[src/rtl/fcap_comp_pkg.sv]
package fcap_comp_pkg;

    typedef enum logic [0:0] {
        ST_IDLE = 1'b0,
        ST_EMIT = 1'b1
    } emit_state_t;

    // Capacitor slope sign for positive current, keyed by phase state code.
    function automatic logic signed [1:0] slope_of(input logic [2:0] code);
        logic signed [1:0] s;
        unique case (code)
            3'd6, 3'd2: s = 2'sd1;
            3'd5, 3'd1: s = -2'sd1;
            default:    s = 2'sd0;
        endcase
        return s;
    endfunction

endpackage

[src/rtl/fcap_slope_term.sv]
module fcap_slope_term #(
    parameter int DW = 16
) (
    input  logic [2:0]           state_code,
    input  logic signed [DW-1:0] cur,
    output logic signed [DW:0]   term
);
    import fcap_comp_pkg::*;

    logic signed [1:0] sgn;
    logic signed [DW:0] cur_x;

    always_comb begin
        sgn   = slope_of(state_code);
        cur_x = {cur[DW-1], cur};
        if (sgn == 2'sd1)
            term = cur_x;
        else if (sgn == -2'sd1)
            term = -cur_x;
        else
            term = '0;
    end
endmodule

[src/rtl/fcap_history.sv]
module fcap_history #(
    parameter int DW    = 16,
    parameter int DEPTH = 3,
    parameter int SW    = DW + 1 + $clog2(DEPTH)
) (
    input  logic                 clk,
    input  logic                 rst_n,
    input  logic                 shift,
    input  logic signed [DW:0]   term_in,
    output logic signed [SW-1:0] window_sum
);
    logic signed [DW:0] hist [DEPTH];

    always_ff @(posedge clk) begin
        if (!rst_n) begin
            for (int i = 0; i < DEPTH; i++) hist[i] <= '0;
        end else if (shift) begin
            hist[0] <= term_in;
            for (int i = 1; i < DEPTH; i++) hist[i] <= hist[i-1];
        end
    end

    always_comb begin
        window_sum = '0;
        for (int i = 0; i < DEPTH; i++)
            window_sum = window_sum + {{(SW-DW-1){hist[i][DW]}}, hist[i]};
    end

    // history frozen between strobes
    assert_history_frozen_R9: assert property (@(posedge clk) disable iff (!rst_n)
        !shift |=> $stable(window_sum));
endmodule

[src/rtl/fcap_scale_sat.sv]
module fcap_scale_sat #(
    parameter int DW   = 16,
    parameter int SW   = 19,
    parameter int GW   = 16,
    parameter int FRAC = 16
) (
    input  logic signed [SW-1:0] window_sum,
    input  logic [GW-1:0]        gain,
    input  logic signed [DW-1:0] meas,
    output logic signed [DW-1:0] result
);
    localparam int PW = SW + GW + 1;
    localparam logic signed [PW-1:0] MAXV = {{(PW-DW+1){1'b0}}, {(DW-1){1'b1}}};
    localparam logic signed [PW-1:0] MINV = {{(PW-DW+1){1'b1}}, {(DW-1){1'b0}}};

    logic signed [PW-1:0] sum_x, gain_x, prod, scaled, total;

    always_comb begin
        sum_x  = {{(PW-SW){window_sum[SW-1]}}, window_sum};
        gain_x = {{(PW-GW){1'b0}}, gain};
        prod   = sum_x * gain_x;
        scaled = prod >>> FRAC;
        total  = scaled + {{(PW-DW){meas[DW-1]}}, meas};
        if (total > MAXV)
            result = {1'b0, {(DW-1){1'b1}}};
        else if (total < MINV)
            result = {1'b1, {(DW-1){1'b0}}};
        else
            result = total[DW-1:0];
    end
endmodule

[src/rtl/fcap_delay_comp.sv]
module fcap_delay_comp #(
    parameter int              DW        = 16,
    parameter int              GW        = 16,
    parameter int              FRAC      = 16,
    parameter int              DEPTH     = 3,
    parameter int              PHASES    = 3,
    parameter logic [GW-1:0]   GAIN_RESET = 16'd1024
) (
    input  logic                   clk,
    input  logic                   rst_n,
    input  logic                   sample_stb,
    input  logic                   gain_load,
    input  logic [GW-1:0]          gain_in,
    input  logic [PHASES*DW-1:0]   meas_v,
    input  logic [PHASES*DW-1:0]   phase_cur,
    input  logic [PHASES*3-1:0]    phase_st,
    output logic [PHASES*DW-1:0]   comp_v,
    output logic                   comp_valid
);
    import fcap_comp_pkg::*;

    localparam int SW = DW + 1 + $clog2(DEPTH);

    emit_state_t state_q, state_d;
    logic [GW-1:0] gain_q;
    logic [PHASES*DW-1:0] next_v;

    // Gain register: a load alongside a strobe affects only later strobes.
    always_ff @(posedge clk) begin
        if (!rst_n)
            gain_q <= GAIN_RESET;
        else if (gain_load)
            gain_q <= gain_in;
    end

    generate
        for (genvar p = 0; p < PHASES; p++) begin : g_lane
            logic signed [DW:0]   term;
            logic signed [SW-1:0] wsum;
            logic signed [DW-1:0] lane_out;

            fcap_slope_term #(.DW(DW)) u_term (
                .state_code (phase_st[p*3 +: 3]),
                .cur        (phase_cur[p*DW +: DW]),
                .term       (term)
            );

            fcap_history #(.DW(DW), .DEPTH(DEPTH), .SW(SW)) u_hist (
                .clk        (clk),
                .rst_n      (rst_n),
                .shift      (sample_stb),
                .term_in    (term),
                .window_sum (wsum)
            );

            fcap_scale_sat #(.DW(DW), .SW(SW), .GW(GW), .FRAC(FRAC)) u_scale (
                .window_sum (wsum),
                .gain       (gain_q),
                .meas       (meas_v[p*DW +: DW]),
                .result     (lane_out)
            );

            assign next_v[p*DW +: DW] = lane_out;
        end
    endgenerate

    // State register
    always_ff @(posedge clk) begin
        if (!rst_n)
            state_q <= ST_IDLE;
        else
            state_q <= state_d;
    end

    // Next state
    always_comb begin
        state_d = state_q;
        unique case (state_q)
            ST_IDLE: if (sample_stb) state_d = ST_EMIT;
            ST_EMIT: if (!sample_stb) state_d = ST_IDLE;
            default: state_d = ST_IDLE;
        endcase
    end

    // Outputs
    always_comb begin
        comp_valid = (state_q == ST_EMIT);
    end

    always_ff @(posedge clk) begin
        if (!rst_n)
            comp_v <= '0;
        else if (sample_stb)
            comp_v <= next_v;
    end

    // one-cycle valid after each strobe
    assert_valid_after_strobe_R2: assert property (@(posedge clk) disable iff (!rst_n)
        sample_stb |=> comp_valid);
    // no strobe returns the machine to idle
    assert_return_idle_R10: assert property (@(posedge clk) disable iff (!rst_n)
        !sample_stb |=> !comp_valid);
    // output holds between strobes
    assert_output_hold_R9: assert property (@(posedge clk) disable iff (!rst_n)
        !sample_stb |=> $stable(comp_v));
    // gain changes only on a load
    assert_gain_hold_R8: assert property (@(posedge clk) disable iff (!rst_n)
        !gain_load |=> $stable(gain_q));
endmodule

[config.mk]
export PLATFORM = sky130hd
export DESIGN_NAME = fcap_delay_comp
export DESIGN_NICKNAME = d
export VERILOG_FILES = /design/src/rtl/fcap_comp_pkg.sv /design/src/rtl/fcap_slope_term.sv /design/src/rtl/fcap_history.sv /design/src/rtl/fcap_scale_sat.sv /design/src/rtl/fcap_delay_comp.sv
export SDC_FILE = /design/constraint.sdc
export NUM_CORES = 2
export LEC_CHECK = 0
export BUFFER_PORTS_ARGS = -buffer_cell sky130_fd_sc_hd__clkbuf_2
export CAP_MARGIN = 20
export CELL_PAD_IN_SITES_DETAIL_PLACEMENT = 1
export CELL_PAD_IN_SITES_GLOBAL_PLACEMENT = 2
export CORE_MARGIN = 10
export CORE_UTILIZATION = 45
export CTS_BUF_LIST = sky130_fd_sc_hd__clkbuf_8
export DETAILED_ROUTE_END_ITERATION = 8
export HOLD_SLACK_MARGIN = 0.15
export PLACE_DENSITY = 0.93
export SYNTH_ARGS = -nofsm -noshare
export SYNTH_HDL_FRONTEND = slang
export SYNTH_SLANG_ARGS = --single-unit
[constraint.sdc]
create_clock -name clk -period 18.2 [get_ports clk]
set_input_delay 2.73 -clock clk [delete_from_list [all_inputs] [get_ports clk]]
set_output_delay 2.73 -clock clk [all_outputs]
set_load 0.01 [all_outputs]
== Yosys cells after proc, flatten, opt, wreduce, memory -nomap -nowiden ==
Memory sizes are Yosys's and may differ from the RTL's.
Cells that the tools add are included.

* Bits in registers: 65
* Bits in writable memories: 153
* Bits of input ports: 125
* Output and inout port bits: 49
* Logic and storage cells: 88
* Memories kept: 3

{| class="wikitable"
|+ Memory list
! name !! words !! bits a word !! rd ports !! clocked after Yosys merged registers in !! wr ports !! line !! source
|-
| g_lane[0].u_hist.hist || 3 || 17 || 3 || 0 || 3 || fcap_history.sv:12 || <nowiki>logic signed [DW:0] hist [DEPTH];</nowiki>
|-
| g_lane[1].u_hist.hist || 3 || 17 || 3 || 0 || 3 || fcap_history.sv:12 ||
|-
| g_lane[2].u_hist.hist || 3 || 17 || 3 || 0 || 3 || fcap_history.sv:12 ||
|}

* Add/sub/neg operators: 12
* Multipliers: 3
* Magnitude comparators: 6
* Equal/unequal tests: 18
* Mux-type cells: 28
* Bitwise gates (word level): 9
* Reduce and logical (&&, ||, !) cells: 6

{| class="wikitable"
|+ Operators by type and width
! operator !! number
|-
| 17-bit 2-to-1 mux || 15
|-
| 36-bit by 16-bit greater-than comparator with 1-bit output (second input constant) || 3
|-
| 36-bit by 16-bit less-than comparator with 1-bit output (second input constant) || 3
|-
| 19-bit by 17-bit multiplier with 36-bit output || 3
|-
| 16-bit 2-to-1 mux || 6
|-
| 20-bit by 16-bit adder with 21-bit output || 3
|-
| 18-bit by 17-bit adder with 19-bit output || 3
|-
| 17-bit by 17-bit adder with 18-bit output || 3
|-
| 16-bit negator with 17-bit output || 3
|-
| 3-bit equality test (second input constant) || 6
|-
| 2-bit case mux with 2 select lines || 3
|-
| 2-bit OR reduction || 6
|-
| 3-bit by 1-bit equality test with 1-bit output (second input constant) || 3
|-
| 3-bit by 2-bit equality test with 1-bit output (second input constant) || 3
|-
| 1-bit bitwise OR || 9
|-
| 2-bit by 1-bit equality test with 1-bit output (second input constant) || 3
|-
| 2-bit equality test (second input constant) || 3
|-
| 1-bit 2-to-1 mux || 4
|}

== Logic depth before layout (Yosys ltp) ==
An unclocked memory read counts as a cell.

* Depth after elaboration: 8
* Mapped depth: 47
* Depth with buffers taken out: 45

== Hierarchy ==
From an unflattened synthesis, not the netlist that was laid out.

* Cells, all modules: 5367
* Area total of the unflattened synthesis: 50143.1 sq um

{| class="wikitable"
|+ Modules (own cells, without submodules)
! module !! instances !! cells an instance !! area an instance (sq um) !! sequential area each (sq um)
|-
| fcap_scale_sat at g_lane[2].u_scale || 1 || 1399 || 12329.3 || 0.0
|-
| fcap_scale_sat at g_lane[1].u_scale || 1 || 1399 || 12284.3 || 0.0
|-
| fcap_scale_sat at g_lane[0].u_scale || 1 || 1373 || 12254.3 || 0.0
|-
| fcap_history at g_lane[0].u_hist ... || 2 || 250 || 3100.5 || 1531.5
|-
| fcap_history at g_lane[2].u_hist || 1 || 262 || 3175.5 || 1531.5
|-
| fcap_delay_comp || 1 || 209 || 2457.4 || 1301.2
|-
| fcap_slope_term || 3 || 75 || 480.5 || 0.0
|}

== Least setup slack after synthesis ==
Ideal clock, no wire load.

* Path kind: reg-to-reg
* Start: memory g_lane[0].u_hist.hist[0][1] (netlist name)
* End: register comp_v[2]
* Library setup time: 0.126 ns
* Data arrival time: 10.567 ns
* Data required time: 18.074 ns
* Slack: 7.507 ns
* Stages on the path, launching flop included: 43
* Path through: edfxtp_1 inv_1 fa_1 inv_1 ha_1 fa_1 a21o_1 a21oi_1 o21bai_1 a21o_1 a21oi_1 o21ai_1 o311a_1 or4b_1 and3_1 fa_1 fa_1 fa_1 (+7 left out) a21o_1 a21o_1 a21o_1 o211a_1 nor2_1 o21ai_1 a221oi_1 o21bai_1 xor2_1 ha_1 or3_1 o21ai_0 a211o_1 and3_1 a211o_1 o41ai_2 buf_2 a31oi_1

{| class="wikitable"
|+ RTL lines
! what !! line !! source
|-
| start: declaration || fcap_history.sv:12 ||
|-
| end signal: assignment || fcap_delay_comp.sv:94 || <nowiki>comp_v <= next_v;</nowiki>
|-
| end: declaration || fcap_delay_comp.sv:17 || <nowiki>output logic [PHASES*DW-1:0] comp_v,</nowiki>
|}

==> results_dict.tcl <==
set metrics [dict create \
    fin_ws_ps 5840 \
    path_clk_slew_ps 60 \
    final.setup.tns_ps 0 \
    die_area_um2 124000 \
    synth_top_cell_area_share 0.383 \
    r2r_slack_ps 5840 \
    crit_end "comp_v[39]" \
    layout_worst_path_cycle_share 0.679 \
    status "finished, final reports clean" \
    synth_area_per_cell_um2 9.07 \
    syn_nets 6968 \
    dp_cells 6979 \
    route.detailed.drc 0 \
    dr.pass1.iters 5 \
    start_util 0.452 \
    slowest_delay_ps 690 \
    fin_skew_ps 68.0 \
    clock_sinks 218 \
    r2r_end "comp_v[39]" \
    num_vias 37900 \
    startpoint "g_lane[2].u_hist.hist[0][1]" \
    critPathSlowestCell "a31oi_2" \
    yosysWarnings 0 \
    grt-ovfl-total 0 \
    dp_hpwl_um 109000 \
    postSynthCellCount 5496 \
    ys_ff_latch 218 \
    min_period_ps 12360 \
    hold_viol_final 0 \
    cts_root_buf "clkbuf_8" \
    ys_seq_area_frac 0.118 \
    vias_per_cell 5.36 \
    drt_iter0_drc 1987 \
    numCtsBuffers 43 \
    grt_max_degree 98 \
    regToRegStartpoint "g_lane[2].u_hist.hist[0][1]" \
    post_cts_buffers 0 \
    maxCapViolCount 0 \
    drive_above_1_share 0.0670 \
    critPathKind "reg2reg" \
    rsz0062_at_grt "false" \
    cts_resized 0 \
    final_cells 7062 \
    r2r_cells 42 \
    dp_slack_ps 5930 \
    grt_pass1_vias 42800 \
    synth_edf_count 153 \
    layout_commonest_cell "inv_1" \
    crit_path_end_kind "register" \
    wl_um 140000 \
    cts_max_path_buffers 3 \
    fin_nets 7009 \
    report.final.slew_viol_count 0 \
    place_congestion 0.830 \
    ant_nets 0 \
    synth_cell_type_count 87 \
    hold_slack_ps 468 \
    htree_levels 2 \
    cp_max_fo 16 \
    antenna_found_initial 2 \
    layout_common_cells "inv_1, fa_1, nand2_1, and2_1, ha_1" \
    rows 122 \
    postCtsHoldBufs 0 \
    syn_to_final_growth_pct 6.72 \
    core_region_area_um2 110000 \
    synth_ff_type "edfxtp_1" \
    critPathLaunchType "register" \
    slew_headroom 0.267 \
    io_buffer_count 170 \
    grt.total_usage 0.227 \
    die_w_um 353 \
    hold_depth 2 \
    wl_per_cell_um 19.8 \
    synth_area_leaders "fa_1, ha_1, edfxtp_1" \
    cts_tree "yes" \
    tightest_slew_ps 1100 \
    setup_viol 0 \
    required_ps 18790 \
    clock_latency_ps 680 \
    fp.dieH_um 353 \
    hp-class "reg2reg" \
    cp_data_arrival_time_ps 12950 \
    max_freq_mhz 80.9 \
    pin_count 174 \
    syn-cell-area_um2 49800 \
    synthArstFlopShare 0 \
    synth_top_cell_by_area "fa_1" \
    worst_path_most_repeated_cell "fa_1" \
    grt_pass1_wl_um 229000 \
]
-- critical path, delay by kind of cell (launching register included) --
kind                     cells  cell delay, ps
adder cells (fa/ha/maj)     11            5070
XOR/XNOR                     2             320
AND/OR/NAND/NOR              7            1720
flip-flops                   1             330
AO/OA/AOI/OAI               17            4580
buffers and inverters        5             300
-- stage by stage --
step                      instance area, um^2  utilization
final                                   53200        0.482
after global routing                    53200        0.482
after CTS                               53100        0.482
after detailed placement                52300        0.474
after global placement                  52300        0.474
after floorplan                         49800            -
-- cell families after synthesis --
group                    synth area share
flip-flops                          0.118
buffers and inverters               0.111
AND/OR/NAND/NOR                     0.158
AO/OA/AOI/OAI                      0.0847
multiplexers                      0.00424
XOR/XNOR                           0.0416
adder cells (fa/ha/maj)             0.482
-- layer usage --
metal,GRT usage,part of all wire,vias to the layer above
met1,0.291,0.42,19700
met2,0.399,0.50,862
li1,-,-,17000
met4,0.0657,0.030,2
met3,0.0279,0.046,240
met5,0,0.000064,-
-- cell type report --
cell class	instances	area, um^2
fill	12900	57200
multi-input combinational	3806	38500
sequential	218	5920
inverter	1223	4600
tap	1488	1860
timing repair buffer	245	1440
clock buffer	45	619
clock inverter	34	214
antenna	3	7.51
-- worst min path at each step --
stage / start / endpoint
4_1_cts: gain_q[10] / gain_q[10]
3_3_place_gp: gain_q[10] / gain_q[10]
5_1_grt: gain_q[10] / gain_q[10]
2_1_floorplan: comp_v[15] / comp_v[15]
6_report: gain_q[10] / gain_q[10]
3_5_place_dp: gain_q[10] / gain_q[10]
-- Yosys cell counts, types with 21 or more instances --
master	n
and3_1	106
a21o_1	61
nand2b_1	21
ha_1	393
inv_1	1222
and2_1	398
a21oi_1	176
o21ai_1	32
edfxtp_1	153
nor2_1	191
a211oi_1	40
o21ai_0	61
dfxtp_1	65
fa_1	954
nor3_1	52
nor2b_1	44
clkbuf_1	235
a31oi_1	30
o21bai_1	27
a22oi_1	29
o21a_1	28
xor2_1	53
xnor2_1	180
nand2_1	608
nand3_1	51
-- registers in the layout (all words and copies together), names as in the netlist --
name                count
comp_valid              1
comp_v                 48
g_lane.u_hist.hist    153
gain_q                 16
Power is left out: the tool's default activity adds up to more than one toggle a clock period on the data nets, which glitch-free logic cannot reach.
